===== config.mk =====
export PLATFORM = sky130hd
export DESIGN_NAME = flash_wr_seq
export DESIGN_NICKNAME = d
export VERILOG_FILES = /design/src/rtl/flash_seq_pkg.sv /design/src/rtl/fseq_cmd.sv /design/src/rtl/fseq_timer.sv /design/src/rtl/fseq_poll.sv /design/src/rtl/flash_wr_seq.sv
export SDC_FILE = /design/constraint.sdc
export NUM_CORES = 1
export LEC_CHECK = 0
export ABC_AREA = 1
export BUFFER_PORTS_ARGS = -buffer_cell sky130_fd_sc_hd__buf_2
export CAP_MARGIN = 20
export CORE_MARGIN = 10
export CORE_UTILIZATION = 45
export DETAILED_ROUTE_END_ITERATION = 16
export GPL_ROUTABILITY_DRIVEN = 0
export PLACE_DENSITY_LB_ADDON = 0.1
export REMOVE_ABC_BUFFERS = 1
export SLEW_MARGIN = 20
export SYNTH_ARGS = -nofsm -noshare
export SYNTH_HDL_FRONTEND = slang
export SYNTH_SLANG_ARGS = --single-unit

===== constraint.sdc =====
create_clock -name clk_i -period 4.22 [get_ports clk_i]
set_input_delay 0.422 -clock clk_i [delete_from_list [all_inputs] [get_ports clk_i]]
set_output_delay 0.422 -clock clk_i [all_outputs]
set_load 0.02 [all_outputs]

===== src/rtl/flash_seq_pkg.sv =====
package flash_seq_pkg;

  typedef enum logic [1:0] {
    OP_PROG        = 2'b00,
    OP_MAIN_ERASE  = 2'b01,
    OP_CHIP_ERASE  = 2'b10,
    OP_NONE        = 2'b11
  } op_e;

  typedef enum logic [2:0] {
    S_IDLE, S_SETUP, S_WR_LO, S_WR_HI, S_RD_LO, S_RD_HI, S_DONE
  } state_e;

  localparam int          STEP_W = 3;
  localparam logic [15:0] UNLK_A = 16'h5555;
  localparam logic [15:0] UNLK_B = 16'h2AAA;

  typedef struct packed {
    logic [15:0] addr;
    logic [7:0]  code;
    logic        use_tgt;
    logic        last;
  } cmd_t;

  function automatic int ns2cyc(int ns, int per);
    int c;
    c = (ns + per - 1) / per;
    return (c < 1) ? 1 : c;
  endfunction

  function automatic cmd_t cmd_lookup(op_e op, logic [STEP_W-1:0] step);
    cmd_t c;
    c = '{addr: UNLK_A, code: 8'h00, use_tgt: 1'b0, last: 1'b0};
    case (step)
      3'd0: c.code = 8'hAA;
      3'd1: begin c.addr = UNLK_B; c.code = 8'h55; end
      3'd2: c.code = (op == OP_PROG) ? 8'hA0 : 8'h80;
      3'd3: begin
        if (op == OP_PROG) begin c.use_tgt = 1'b1; c.last = 1'b1; end
        else c.code = 8'hAA;
      end
      3'd4: begin c.addr = UNLK_B; c.code = 8'h55; end
      default: begin
        c.code = (op == OP_MAIN_ERASE) ? 8'h30 : 8'h10;
        c.last = 1'b1;
      end
    endcase
    return c;
  endfunction

endpackage


===== src/rtl/fseq_cmd.sv =====
module fseq_cmd
  import flash_seq_pkg::*;
(
  input  op_e                op_i,
  input  logic [STEP_W-1:0]  step_i,
  input  logic [15:0]        tgt_addr_i,
  input  logic [15:0]        tgt_data_i,
  output logic [15:0]        addr_o,
  output logic [15:0]        data_o,
  output logic               last_o
);
  cmd_t c;
  always_comb begin
    c      = cmd_lookup(op_i, step_i);
    addr_o = c.use_tgt ? tgt_addr_i : c.addr;
    data_o = c.use_tgt ? tgt_data_i : {8'h00, c.code};
    last_o = c.last;
  end
endmodule


===== src/rtl/fseq_timer.sv =====
module fseq_timer #(
  parameter int TW = 4
) (
  input  logic          clk_i,
  input  logic          rst_ni,
  input  logic          load_i,
  input  logic [TW-1:0] val_i,
  output logic          zero_o
);
  logic [TW-1:0] cnt_q;

  always_ff @(posedge clk_i or negedge rst_ni) begin
    if (!rst_ni)            cnt_q <= '0;
    else if (load_i)        cnt_q <= val_i;
    else if (cnt_q != '0)   cnt_q <= cnt_q - 1'b1;
  end

  assign zero_o = (cnt_q == '0);

  AST_TMR_NO_WRAP: assert property (@(posedge clk_i) disable iff (!rst_ni)
    (zero_o && !load_i) |=> zero_o);
endmodule


===== src/rtl/fseq_poll.sv =====
module fseq_poll #(
  parameter int POLL_MAX = 4096,
  localparam int CW = $clog2(POLL_MAX + 1)
) (
  input  logic       clk_i,
  input  logic       rst_ni,
  input  logic       clr_i,
  input  logic       smp_i,
  input  logic       mode_i,
  input  logic       exp7_i,
  input  logic [1:0] dq76_i,
  output logic       hit_o,
  output logic       last_o
);
  logic [CW-1:0] cnt_q;
  logic          prev6_q, prev_vld_q;

  always_ff @(posedge clk_i or negedge rst_ni) begin
    if (!rst_ni) begin
      cnt_q <= '0; prev6_q <= 1'b0; prev_vld_q <= 1'b0;
    end else if (clr_i) begin
      cnt_q <= '0; prev_vld_q <= 1'b0;
    end else if (smp_i) begin
      if (!last_o) cnt_q <= cnt_q + 1'b1;
      prev6_q    <= dq76_i[0];
      prev_vld_q <= 1'b1;
    end
  end

  // data mode: bit 7 against written value; toggle mode: bit 6 against previous read
  assign hit_o  = mode_i ? (dq76_i[1] == exp7_i) : (prev_vld_q && (dq76_i[0] == prev6_q));
  assign last_o = (cnt_q == CW'(POLL_MAX - 1));

  AST_POLL_CNT_BOUND: assert property (@(posedge clk_i) disable iff (!rst_ni)
    cnt_q < CW'(POLL_MAX));
  AST_POLL_FIRST_NO_TOGGLE_HIT: assert property (@(posedge clk_i) disable iff (!rst_ni)
    (clr_i && !mode_i) |=> !hit_o);
endmodule


===== src/rtl/flash_wr_seq.sv =====
module flash_wr_seq
  import flash_seq_pkg::*;
#(
  parameter int CLK_PERIOD_NS = 10,
  parameter int WP_NS         = 70,
  parameter int WPH_NS        = 50,
  parameter int OEH_NS        = 150,
  parameter int RD_NS         = 55,
  parameter int POLL_MAX      = 4096
) (
  input  logic        clk_i,
  input  logic        rst_ni,
  input  logic        req_i,
  input  logic [1:0]  op_i,
  input  logic [15:0] addr_i,
  input  logic [15:0] data_i,
  input  logic        poll_mode_i,
  output logic        busy_o,
  output logic        done_o,
  output logic        err_o,
  output logic [15:0] fl_addr_o,
  output logic [15:0] fl_dq_o,
  output logic        fl_dq_oe_o,
  input  logic [15:0] fl_dq_i,
  output logic        fl_ce_no,
  output logic        fl_oe_no,
  output logic        fl_we_no
);
  localparam int WP_CYC  = ns2cyc(WP_NS,  CLK_PERIOD_NS);
  localparam int WPH_CYC = ns2cyc(WPH_NS, CLK_PERIOD_NS);
  localparam int OEH_CYC = ns2cyc(OEH_NS, CLK_PERIOD_NS);
  localparam int RD_CYC  = ns2cyc(RD_NS,  CLK_PERIOD_NS);
  localparam int TMAX_A  = (WP_CYC > WPH_CYC) ? WP_CYC : WPH_CYC;
  localparam int TMAX_B  = (OEH_CYC > RD_CYC) ? OEH_CYC : RD_CYC;
  localparam int TMAX    = (TMAX_A > TMAX_B) ? TMAX_A : TMAX_B;
  localparam int TW      = $clog2(TMAX + 1);
  localparam logic [TW-1:0] WP_LD  = TW'(WP_CYC - 1);
  localparam logic [TW-1:0] WPH_LD = TW'(WPH_CYC - 1);
  localparam logic [TW-1:0] OEH_LD = TW'(OEH_CYC - 1);
  localparam logic [TW-1:0] RD_LD  = TW'(RD_CYC - 1);

  state_e            state_q, state_d;
  logic [STEP_W-1:0] step_q, step_d;
  op_e               op_q;
  logic [15:0]       addr_q, data_q;
  logic              mode_q, err_q;
  logic              we_n_q, oe_n_q, ce_n_q;
  logic              accept, to_err;
  logic              tmr_load, tmr_zero;
  logic [TW-1:0]     tmr_val;
  logic              poll_clr, poll_smp, poll_hit, poll_last;
  logic [15:0]       cmd_addr, cmd_data;
  logic              cmd_last;
  logic              exp7;
  logic              dq_unused;

  assign dq_unused = ^{fl_dq_i[15:8], fl_dq_i[5:0]};

  fseq_cmd u_cmd (
    .op_i       (op_q),
    .step_i     (step_q),
    .tgt_addr_i (addr_q),
    .tgt_data_i (data_q),
    .addr_o     (cmd_addr),
    .data_o     (cmd_data),
    .last_o     (cmd_last)
  );

  fseq_timer #(.TW(TW)) u_tmr (
    .clk_i  (clk_i),
    .rst_ni (rst_ni),
    .load_i (tmr_load),
    .val_i  (tmr_val),
    .zero_o (tmr_zero)
  );

  assign exp7 = (op_q == OP_PROG) ? data_q[7] : 1'b1;

  fseq_poll #(.POLL_MAX(POLL_MAX)) u_poll (
    .clk_i  (clk_i),
    .rst_ni (rst_ni),
    .clr_i  (poll_clr),
    .smp_i  (poll_smp),
    .mode_i (mode_q),
    .exp7_i (exp7),
    .dq76_i (fl_dq_i[7:6]),
    .hit_o  (poll_hit),
    .last_o (poll_last)
  );

  always_comb begin
    state_d  = state_q;
    step_d   = step_q;
    accept   = 1'b0;
    to_err   = 1'b0;
    tmr_load = 1'b0;
    tmr_val  = '0;
    poll_clr = 1'b0;
    poll_smp = 1'b0;
    case (state_q)
      S_IDLE: if (req_i && (op_i != OP_NONE)) begin
        accept  = 1'b1;
        step_d  = '0;
        state_d = S_SETUP;
      end
      S_SETUP: begin
        state_d  = S_WR_LO;
        tmr_load = 1'b1;
        tmr_val  = WP_LD;
      end
      S_WR_LO: if (tmr_zero) begin
        state_d  = S_WR_HI;
        tmr_load = 1'b1;
        tmr_val  = WPH_LD;
      end
      S_WR_HI: if (tmr_zero) begin
        tmr_load = 1'b1;
        if (cmd_last) begin
          state_d  = S_RD_LO;
          tmr_val  = RD_LD;
          poll_clr = 1'b1;
        end else begin
          state_d  = S_SETUP;
          step_d   = step_q + 1'b1;
        end
      end
      S_RD_LO: if (tmr_zero) begin
        poll_smp = 1'b1;
        if (poll_hit) begin
          state_d = S_DONE;
        end else if (poll_last) begin
          state_d = S_DONE;
          to_err  = 1'b1;
        end else begin
          state_d  = S_RD_HI;
          tmr_load = 1'b1;
          tmr_val  = OEH_LD;
        end
      end
      S_RD_HI: if (tmr_zero) begin
        state_d  = S_RD_LO;
        tmr_load = 1'b1;
        tmr_val  = RD_LD;
      end
      S_DONE:  state_d = S_IDLE;
      default: state_d = S_IDLE;
    endcase
  end

  always_ff @(posedge clk_i or negedge rst_ni) begin
    if (!rst_ni) begin
      state_q <= S_IDLE;
      step_q  <= '0;
      op_q    <= OP_PROG;
      addr_q  <= '0;
      data_q  <= '0;
      mode_q  <= 1'b0;
      err_q   <= 1'b0;
      we_n_q  <= 1'b1;
      oe_n_q  <= 1'b1;
      ce_n_q  <= 1'b1;
    end else begin
      state_q <= state_d;
      step_q  <= step_d;
      if (accept) begin
        op_q   <= op_e'(op_i);
        addr_q <= addr_i;
        data_q <= data_i;
        mode_q <= poll_mode_i;
        err_q  <= 1'b0;
      end else if (to_err) begin
        err_q  <= 1'b1;
      end
      // strobes from flops so they never glitch
      we_n_q <= (state_d != S_WR_LO);
      oe_n_q <= (state_d != S_RD_LO);
      ce_n_q <= (state_d == S_IDLE) || (state_d == S_DONE);
    end
  end

  assign busy_o     = (state_q != S_IDLE);
  assign done_o     = (state_q == S_DONE);
  assign err_o      = done_o && err_q;
  assign fl_we_no   = we_n_q;
  assign fl_oe_no   = oe_n_q;
  assign fl_ce_no   = ce_n_q;
  assign fl_dq_oe_o = (state_q == S_SETUP) || (state_q == S_WR_LO) || (state_q == S_WR_HI);
  assign fl_addr_o  = ((state_q == S_RD_LO) || (state_q == S_RD_HI)) ? addr_q : cmd_addr;
  assign fl_dq_o    = cmd_data;

  AST_OE_OFF_WHILE_WE: assert property (@(posedge clk_i) disable iff (!rst_ni)
    !fl_we_no |-> fl_oe_no);
  AST_CE_WHILE_STROBE: assert property (@(posedge clk_i) disable iff (!rst_ni)
    (!fl_we_no || !fl_oe_no) |-> !fl_ce_no);
  AST_WR_BUS_STABLE: assert property (@(posedge clk_i) disable iff (!rst_ni)
    (!fl_we_no && $past(!fl_we_no)) |-> ($stable(fl_addr_o) && $stable(fl_dq_o)));
  AST_DQ_DRIVEN_IN_WRITE: assert property (@(posedge clk_i) disable iff (!rst_ni)
    !fl_we_no |-> fl_dq_oe_o);
  AST_DQ_OFF_IN_READ: assert property (@(posedge clk_i) disable iff (!rst_ni)
    !fl_oe_no |-> !fl_dq_oe_o);
  AST_RD_ADDR_HELD: assert property (@(posedge clk_i) disable iff (!rst_ni)
    !fl_oe_no |-> (fl_addr_o == addr_q));
  AST_DONE_ONE_CYCLE: assert property (@(posedge clk_i) disable iff (!rst_ni)
    done_o |=> !done_o);
  AST_ERR_ONLY_DONE: assert property (@(posedge clk_i) disable iff (!rst_ni)
    err_o |-> done_o);
  AST_IDLE_AFTER_DONE: assert property (@(posedge clk_i) disable iff (!rst_ni)
    done_o |=> !busy_o);
  AST_REQ_IGNORED_BUSY: assert property (@(posedge clk_i) disable iff (!rst_ni)
    (busy_o && req_i) |=> $stable(addr_q));
endmodule


=== Yosys cells after proc, flatten, opt, wreduce, memory -nomap -nowiden ===
Index checks and enable logic that the tools add are counted.

* Word-level logic and storage cells: 122
* Output and inout port bits: 39
* Register bits: 64
* Input port bits: 54

* Bitwise operators: 1
* Muxes and demuxes: 58
* Eq/ne operators: 22
* Reduce and logical (&&, ||, !) cells: 24
* Add/subtract/negate cells: 3

{| class="wikitable"
|+ Operator list
! operator !! number
|-
| 16-bit 2-to-1 mux || 3
|-
| 13-bit 2-to-1 mux || 3
|-
| 3-bit 2-to-1 mux || 13
|-
| 8-bit case mux with 4 select lines || 1
|-
| 1-bit 2-to-1 mux || 21
|-
| 4-bit 2-to-1 mux || 5
|-
| 4-bit case mux with 5 select lines || 1
|-
| 3-bit case mux with 6 select lines || 1
|-
| 3-bit equality test (second input constant) || 5
|-
| 15-bit 2-to-1 mux || 1
|-
| 13-bit by 1-bit adder with 13-bit output (second input constant) || 1
|-
| 13-bit by 12-bit equality test with 1-bit output (second input constant) || 1
|-
| 3-bit by 2-bit equality test with 1-bit output (second input constant) || 4
|-
| 6-bit 2-to-1 mux || 2
|-
| 2-bit inequality test (second input constant) || 5
|-
| 3-bit logical NOT || 3
|-
| 8-bit 2-to-1 mux || 1
|-
| 2-bit nonzero test || 4
|-
| 3-bit by 1-bit equality test with 1-bit output (second input constant) || 2
|-
| 2-bit 2-to-1 mux || 3
|-
| 3-bit case mux with 2 select lines || 1
|-
| 4-bit logical NOT || 1
|-
| 1-bit logical OR || 4
|-
| 2-bit AND reduction || 2
|-
| other kinds (17) || 20
|}

=== Depth between registers and ports, before layout ===
Gate-level depths: netlist of run 1.

* Depth after elaboration: 9
* Depth in mapped cells: 13
* Mapped depth without buffers: 12

=== Hierarchy ===
A second synthesis of run 1 with hierarchy kept.

* Cells, all modules: 545
* Area, all modules: 3801.1 um2

{| class="wikitable"
|+ By module, submodules not included
! module !! area an instance (um2) !! instances !! cells each !! seq. area each (um2)
|-
| flash_wr_seq || 2233.4 || 1 || 282 || 1129.8
|-
| fseq_poll || 935.9 || 1 || 138 || 375.4
|-
| fseq_cmd || 389.1 || 1 || 91 || 0.0
|-
| fseq_timer || 242.7 || 1 || 34 || 100.1
|}

=== Worst setup path after synthesis of run 1 ===
No wires, ideal clock.

* Path type: reg-to-output
* Start: reg step_q[0]
* End: out fl_addr_o[11]
* Data required time: 3798 ps
* Stages on the path, launching flop included: 10
* Arrival time: 1561 ps
* Slack: 2237 ps
* Path buffers: 1
* Path through: dfrtp_1 -> ha_1 -> ha_1 -> nand2_2 -> inv_1 -> nor2_4 -> nand2_2 -> buf_6 -> o21ai_0 -> inv_1

* Cells in the longest elaborated chain, start to end: 5
* Elaborated cells between the ends (all ways): 8
* Classes of those cells: eq/ne: 3; mux: 4; reduce/logical: 1

{| class="wikitable"
|+ RTL lines
! what !! RTL line !! RTL
|-
| from (decl) || flash_wr_seq.sv:43 || <nowiki>logic [STEP_W-1:0] step_q, step_d;</nowiki>
|-
| from (signal assigned) || flash_wr_seq.sv:164 || <nowiki>step_q <= step_d;</nowiki>
|-
| 3-bit by 1-bit equality test with 1-bit output or 3-bit equality test (tied branches) || flash_seq_pkg.sv:34 || <nowiki>case (step)</nowiki>
|-
| 2-bit OR reduction (no source line) || -- ||
|-
| 15-bit 2-to-1 mux || flash_seq_pkg.sv:34 ||
|-
| 16-bit 2-to-1 mux * || fseq_cmd.sv:15 || <nowiki>addr_o = c.use_tgt ? tgt_addr_i : c.addr;</nowiki>
|-
| 16-bit 2-to-1 mux * || flash_wr_seq.sv:188 || <nowiki>assign fl_addr_o = ((state_q == S_RD_LO) || (state_q == S_RD_HI)) ? addr_q : cmd_addr;</nowiki>
|-
| to (decl) || flash_wr_seq.sv:21 || <nowiki>output logic [15:0] fl_addr_o,</nowiki>
|}

Mark *: on every way between the ends. The rest lies on a longest branch, timed or not.

=== Final worst setup path of run 1 ===
* Start: reg step_q[0]
* End: out fl_addr_o[3]

The elaborated chain is that of the path after synthesis.

==> impl_metrics.yaml, run 1 <==
pwr:
  p_leak_nw: 2.18
  p_int_w: 0.00157
  p_sw_share_pct: 44.3
  fin_total_pwr_w: 0.00282
  p_per_area_mw_per_mm2: 675
  peakVddDrop_mv: 0.295
  p_sw_w: 0.00125
  clkPwrFrac_pct: 18.4
  comb_power_share_pct: 46.4
  power.share.sequential_pct: 35.2
layout:
  drive_gt1_share_pct: 23.9
  syn_to_final_growth_pct: 17.9
  antennaDiodeCount: 0
  finalNonFillerCells: 647
  nets: 601
critical_path:
  critPathBufInv: 3
  cp.required_ns: 3.80
  timing.rr.start: "step_q[0]"
  crit_path_max_fanout: 19
  rrSetupSlack_ns: 2.24
  cp-end-kind: "output pin"
  critPathKind: "reg -> out"
  crit_family: "simple AND/OR/NAND/NOR gates"
  critical_path_depth: 9
  reg2reg_depth: 8
  cp_cell_sequence: "ha_1 > ha_1 > nand2_2 > inv_1 > nor2_4 > nand2_2 > o21ai_0 > inv_1 > buf_2"
  slowest_stage: "dfrtp_1"
  crit_arrival_ns: 2.60
  startpoint_type: "flop"
  timing.rr.end: "u_poll.cnt_q[4]"
  crit_path_max_incr_delay_ns: 0.40
floorplanning:
  die_w_um: 109
  initial_core_util_pct: 46.1
  ios: 93
  core-area_mm2: 0.00769
  rows: 32
  die_h_um: 109
  dieArea_mm2: 0.0118
route:
  ant_nets: 0
  via_per_inst: 4.87
  wirelength_mm: 8.65
  drt-initial-drc-count: 123
  wl_per_cell_um: 13.4
  vias: 3150
  dr.pass1.iters: 6
  drc: 0
sta:
  finalSetupViolCount: 0
  timing_worst_slew_pin_value_ns: 0.819
  fin_ws_ns: 1.20
  finalMaxSlewViolations: 0
  slew_headroom_pct: 45.4
  setup-tns-final_ns: 0
  min_period_ns: 3.02
  finalCritPeriodShare_pct: 71.6
  hold_viol: 0
  timing.fmax_mhz: 331
  rsz0062_at_grt: "no"
  fin_skew_ns: 0.00475
synth:
  ys.flop_type: "dfrtp_1"
  synth_top_area_share_pct: 43.0
  synth.distinct_cells: 38
  ys_top_cells_by_area: "dfrtp_1 43%, nand2_1 15%, o21ai_0 7.2%"
  async_flop_share_pct: 100
  synth-seq-cells: 64
  synth_warnings: 0
  ys_seq_area_share_pct: 45.3
  synth_largest_area_cell: "dfrtp_1"
  synth_edf_count: 0
  avgSynthCellArea_um2: 7.68
  yosysMostFrequentCell: "nand2_1"
  netlist_area_mm2: 0.00355
  synth_commonest_cells: "139 x nand2_1, 61 x dfrtp_1, 57 x inv_1"
  netlist_instances: 462
cts:
  htree_levels: 3
  ctsResizeCount: 0
  cts_buffer_depth: 2
  clkSinkCount: 64
  cts_tree: "done"
  clkTransAtPathRegs_ns: 0.07
  clk-insertion-delay-late_ns: 0.34
  cts_buffers: 9
  ctsHoldBuffers: 0
  cts_setup_buffers: 0
  ctsRootBufferMaster: "clkbuf_8"
grt:
  grt_usage_pct: 14.8
  overflow: 0
  grt_pass1_wl_mm: 14.3
  grt_busiest_layer: "met2"
  grtUsageMet1_pct: 17.9
  grt_max_degree: 50
  grt_pass1_vias: 3061
  met2_usage_pct: 24.5
  use_met3_pct: 3.54
  antenna_found_initial: 0
run_status:
  status: "complete, no violations"
run:
  cap_viol_max_count: 0
placement:
  io_buffers: 78
  dp_slack_ns: 1.53
  dp_cells: 631
  dp_hpwl_mm: 6.37
hold_path:
  hp-class: "in -> async"
==> through the flow <==
step                      instance area, µm²  hold WS, ns  util, %
after floorplan                         3450        0.126        -
after global placement                  3990        0.448     51.9
after detailed placement                3990        0.452     51.9
after CTS                               4180        0.195     54.4
after global routing                    4180        0.217     54.4
final                                   4180        0.170     54.4
==> power groups by stage <==
stage / clock network [W] / registers, W / logic, W
after detailed placement: 0 / 0.00100 / 0.00133
after global placement: 0 / 0.000996 / 0.00130
after floorplan: 0 / 0.000987 / 0.000927
after global routing: 0.000562 / 0.00103 / 0.00149
after CTS: 0.000536 / 0.000992 / 0.00133
final: 0.000520 / 0.000993 / 0.00131
==> state kept, by name, summed over array words and instances, names as in the netlist, 2 cells and up <==
signal        count
state_q           3
op_q              2
u_poll.cnt_q     13
u_tmr.cnt_q       4
step_q            3
addr_q           16
data_q           16
==> layer usage <==
layer | vias to the layer above | wire length (µm)
li1 | 1629 | -
met1 | 1446 | 3900
met2 | 59 | 4060
met3 | 16 | 524
met4 | 0 | 170
met5 | - | 0
==> cells in the final DEF (no fill, tap or decap) <==
cell type,netlist,routed
nand3_4,1,1
a31oi_1,3,3
or2_2,1,1
nand3b_1,2,2
nand2_1,139,139
ha_1,7,7
inv_1,57,57
nor4_1,1,1
o21ai_2,1,1
o2111ai_1,1,1
nor2_2,6,5
buf_4,3,2
nand2_2,8,8
a21oi_1,9,9
inv_2,4,4
clkinv_2,0,3
clkbuf_8,0,10
dfrtp_1,61,61
nor3_1,8,8
nand4_1,9,9
nor2_4,2,3
nand3_1,23,23
nor2_8,1,1
inv_4,1,1
nand4_2,1,1
a22oi_1,1,1
nor2_1,34,34
nand3b_2,1,1
xor2_1,3,3
buf_2,5,78
nand2_4,3,3
dfstp_2,3,3
bufinv_16,0,1
xnor2_1,2,2
o22ai_1,1,1
nand3_2,3,3
clkbuf_1,2,2
o21ai_0,51,51
o41ai_1,1,1
==> layout make-up <==
class                      instances  area (µm²)
multi-input combinational        323        1620
inverter                          62         235
tap                              102         128
clock buffer                      12         145
fill                             765        3500
sequential                        64        1610
clock inverter                     4        45.0
timing repair buffer              80         405
==> worst reg2reg max path: stages (launching register included) <==
cell and delay, ns:
dfrtp_1 0.40, ha_1 0.21, ha_1 0.20, nand2_2 0.32, nand2_1 0.18, nand3_4 0.17
nand2_4 0.17, nand3b_1 0.12, o21ai_0 0.10
==> cells by family after synthesis <==
group / after synthesis / synth area share (%)
buffers and inverters: 75 / 9.24
adder cells (fa/ha/maj): 7 / 2.47
XOR/XNOR: 5 / 1.23
AND/OR/NAND/NOR: 243 / 31.7
AO/OA/AOI/OAI: 68 / 10.1
flip-flops: 64 / 45.3
==> worst max path at each step <==
stage                     startpoint  slack [ns]             to
after floorplan           state_q[1]        1.58      step_q[0]
after global placement     step_q[0]        1.56   fl_addr_o[1]
after detailed placement   step_q[0]        1.53  fl_addr_o[13]
after CTS                  step_q[0]        1.16   fl_addr_o[3]
after global routing       step_q[0]        0.99   fl_addr_o[3]
final                      step_q[0]        1.20   fl_addr_o[3]
(Power assumes the default switching activity.)
==> run 2: changes to the inputs <==
- clock period: 4.22 -> 3 ns (I/O delays scaled with it)
==> impl_metrics.yaml, run 2 (same netlist as run 1, synthesis figures left out) <==
cts:
  cts_tree: "done"
  clkSinkCount: 64
  cts_setup_buffers: 0
  ctsRootBufferMaster: "clkbuf_8"
  ctsResizeCount: 0
  cts_buffers: 9
  clkTransAtPathRegs_ns: 0.07
  ctsHoldBuffers: 0
  cts_buffer_depth: 2
  clk-insertion-delay-late_ns: 0.34
  htree_levels: 3
grt:
  grt_usage_pct: 15.4
  grt_max_degree: 38
  grt_pass1_vias: 3135
  overflow: 0
  grt_pass1_wl_mm: 14.8
  antenna_found_initial: 0
floorplanning:
  ios: 93
  rows: 32
  die_w_um: 109
  core-area_mm2: 0.00769
  initial_core_util_pct: 46.1
  die_h_um: 109
  dieArea_mm2: 0.0118
critical_path:
  critPathKind: "reg -> out"
  setup.worst_path.start: "step_q[1]"
  reg2reg_depth: 6
  cp-end-kind: "output pin"
  cp.required_ns: 2.70
  rrSetupSlack_ns: 0.79
  crit_arrival_ns: 2.19
  timing.rr.start: "state_q[0]"
  timing.rr.end: "step_q[1]"
  startpoint_type: "flop"
  crit_path_max_fanout: 15
placement:
  dp_cells: 632
  io_buffers: 78
  dp_hpwl_mm: 6.50
route:
  ant_nets: 0
  wirelength_mm: 8.72
  drc: 0
  vias: 3153
  dr.pass1.iters: 6
  wl_per_cell_um: 13.5
  via_per_inst: 4.87
  drt-initial-drc-count: 126
layout:
  nets: 602
  final_common_cell: "nand2_1"
  multi_input_area_mm2: 0.00162
  drive_gt1_share_pct: 24.0
  regArea_mm2: 0.00161
  final_cell_mix: "139 x nand2_1, 78 x buf_2, 61 x dfrtp_1"
  final_util_pct: 54.6
  syn_to_final_growth_pct: 18.4
  antennaDiodeCount: 0
  fillerInstances: 774
  finalNonFillerCells: 647
  largestRegisters: "addr_q x16, data_q x16, u_poll.cnt_q x13"
sta:
  setup-tns-final_ns: 0
  timing_worst_slew_pin_value_ns: 0.775
  finalMaxSlewViolations: 0
  hold_viol: 2
  finalSetupViolCount: 0
  rsz0062_at_grt: "no"
  min_period_ns: 2.49
  fin_skew_ns: 0.00655
  timing.fmax_mhz: 401
  whs_ns: -0.00659
  slew_headroom_pct: 48.3
  finalCritPeriodShare_pct: 83.1
pwr:
  p_per_area_mw_per_mm2: 945
  p_leak_nw: 2.19
  peakVddDrop_mv: 0.455
run_status:
  status: "finished, violations left"
  violations: "hold timing"
run:
  cap_viol_max_count: 0
hold_path:
  hp-class: "in -> async"
## run 2: cell count changes in the layout (fill, tap and decap cells not counted), sizes merged
cell,change
clkbuf,-1
buf,+1
## run 2: area by class of cell
| class | count | area share (%) |
|---|---|---|
| timing repair buffer | 81 | 10.1 |
| multi-input combinational | 323 | 38.6 |
| sequential | 64 | 38.2 |
| clock inverter | 4 | 1.07 |
| inverter | 62 | 5.60 |
| tap | 102 | 3.04 |
| clock buffer | 11 | 3.37 |
## run 2: critical path: stages (launching register included)
cell and delay (ns):
dfrtp_1 0.41, ha_1 0.19, ha_1 0.20, nand2_2 0.07, inv_1 0.17, nor2_4 0.24
nand2_2 0.22, o21ai_0 0.14, inv_1 0.05, buf_2 0.15
## run 2: how the worst max path moves through the flow
stage | slack (ns) | to
after global placement | 0.83 | step_q[1]
after global routing | 0.19 | fl_addr_o[1]
after floorplan | 0.36 | step_q[0]
final | 0.51 | fl_addr_o[11]
after detailed placement | 0.76 | step_q[1]
after CTS | 0.45 | fl_addr_o[11]
## run 2: layer usage
metal,part of all wire (%),vias to the layer above,track usage (%)
met4,1.6,0,6.59
met2,47,83,25.0
met3,7.4,10,4.01
met1,44,1428,18.9
met5,0,-,0
li1,-,1632,-
## run 2: where the power goes
part,leakage (nW),internal (W),switching (W)
Combinational,1.29,0.000608,0.00125
Clock,0.0989,0.000398,0.000319
Sequential,0.803,0.00121,0.000191
## run 2: through the flow
stage	setup slack, ns	total power (W)	area (µm²)
after global routing	0.192	0.00434	4200
after global placement	0.833	0.00324	4010
final	0.506	0.00397	4200
after detailed placement	0.756	0.00330	4010
after floorplan	0.355	0.00269	3450
after CTS	0.446	0.00403	4200
==> run 3: changes to the inputs <==
- clock period: 3 -> 2.5 ns (I/O delays scaled with it)
==> impl_metrics.yaml, run 3 (same netlist as run 1, synthesis figures left out) <==
route:
  wirelength_mm: 8.73
  drt-initial-drc-count: 99
  ant_nets: 0
  vias: 3182
  via_per_inst: 4.87
  drc: 0
  wl_per_cell_um: 13.3
  dr.pass1.iters: 4
critical_path:
  reg2reg_depth: 8
  crit_arrival_ns: 2.07
  startpoint_type: "flop"
  crit_path_max_fanout: 5
  critPathKind: "reg -> out"
  cp.required_ns: 2.25
  cp-end-kind: "output pin"
sta:
  timing_worst_slew_pin_value_ns: 0.775
  timing.fmax_mhz: 431
  setup-tns-final_ns: 0
  finalSetupViolCount: 0
  slew_headroom_pct: 48.2
  hold_viol: 0
  finalMaxSlewViolations: 0
  rsz0062_at_grt: "no"
  min_period_ns: 2.32
  fin_skew_ns: 0.0100
  fin_ws_ns: 0.178
  finalCritPeriodShare_pct: 92.9
layout:
  syn_to_final_growth_pct: 19.4
  nets: 608
  finalNonFillerCells: 654
  fillerInstances: 758
  drive_gt1_share_pct: 24.8
  largestRegisters: "addr_q x16, data_q x16, u_poll.cnt_q x13"
  final_common_cell: "nand2_1"
  antennaDiodeCount: 0
  final_cell_mix: "139 x nand2_1, 78 x buf_2, 61 x dfrtp_1"
floorplanning:
  rows: 32
  die_w_um: 109
  core-area_mm2: 0.00769
  dieArea_mm2: 0.0118
  die_h_um: 109
  ios: 93
  initial_core_util_pct: 46.1
grt:
  antenna_found_initial: 0
  grt_usage_pct: 14.7
  grt_pass1_vias: 3050
  grt_pass1_wl_mm: 14.2
  overflow: 0
  grt_max_degree: 50
pwr:
  p_leak_nw: 2.20
  p_per_area_mw_per_mm2: 1110
  peakVddDrop_mv: 0.519
hold_path:
  whs_path_depth: 3
  hp-class: "in -> reg"
placement:
  io_buffers: 78
  dp_slack_ns: 0.388
  dp_hpwl_mm: 6.42
  dp_cells: 633
run_status:
  status: "complete, no violations"
cts:
  cts_buffers: 9
  htree_levels: 3
  clk-insertion-delay-late_ns: 0.35
  cts_buffer_depth: 2
  cts_tree: "done"
  ctsRootBufferMaster: "clkbuf_8"
  clkSinkCount: 64
  clkTransAtPathRegs_ns: 0.07
run:
  cap_viol_max_count: 0
==> run 3: final cells by class <==
class | count | area, µm² | area share (%)
clock buffer | 12 | 145 | 3.43
sequential | 64 | 1610 | 37.9
multi-input combinational | 323 | 1620 | 38.4
inverter | 62 | 239 | 5.64
tap | 102 | 128 | 3.01
clock inverter | 4 | 22.5 | 0.532
timing repair buffer | 87 | 470 | 11.1
==> run 3: final timing paths <==
check                      slack [ns]              end      start
hold / removal                   0.09        addr_q[3]  addr_i[3]
max in group asynchronous        1.38         fl_ce_no     rst_ni
min in group asynchronous        0.43  u_poll.cnt_q[2]     rst_ni
setup / recovery                 0.18     fl_addr_o[0]  step_q[0]
setup reg to reg                 0.45  u_poll.cnt_q[8]  step_q[0]
hold reg to reg                  0.47        addr_q[2]  addr_q[2]
==> run 3: where the power goes <==
group | total (W) | internal (W) | switching (W)
Combinational | 0.00223 | 0.000740 | 0.00149
Clock | 0.000781 | 0.000382 | 0.000399
Sequential | 0.00168 | 0.00145 | 0.000231
==> run 3: critical path, stage by stage (launching register included) <==
cell and delay [ns]:
dfrtp_1 0.41, ha_1 0.20, ha_1 0.20, nand2_2 0.10
clkinvlp_4 0.15, buf_4 0.18, buf_4 0.12, o21ai_0 0.14
nand2_1 0.07, buf_2 0.16
==> run 3: routing by layer <==
| metal | vias up | track usage [%] | routed length, µm | share of wire (%) |
|---|---|---|---|---|
| met5 | - | 0 | 0 | 0 |
| met3 | 11 | 2.95 | 515 | 5.9 |
| met2 | 64 | 25.2 | 4130 | 47 |
| met4 | 0 | 6.12 | 150 | 1.7 |
| li1 | 1641 | - | - | - |
| met1 | 1466 | 17.7 | 3940 | 45 |
==> run 3: timing repair <==
item / CTS / global route
hold endpoints to repair: 19 / 0
setup buffers: 0 / 4
resized for setup: 0 / 2
hold buffers: 1 / 0
setup endpoints to repair: 0 / 15
==> run 3: per-stage QoR <==
stage               utilization (%)  area (µm²)  total power, W  hold WS [ns]
finish                         55.1        4230         0.00469        0.0945
global route                   55.1        4230         0.00512         0.109
floorplan                         -        3450         0.00323       -0.0456
CTS                            54.6        4200         0.00474        0.0916
detailed placement             52.3        4020         0.00394         0.269
global placement               52.3        4020         0.00389         0.267
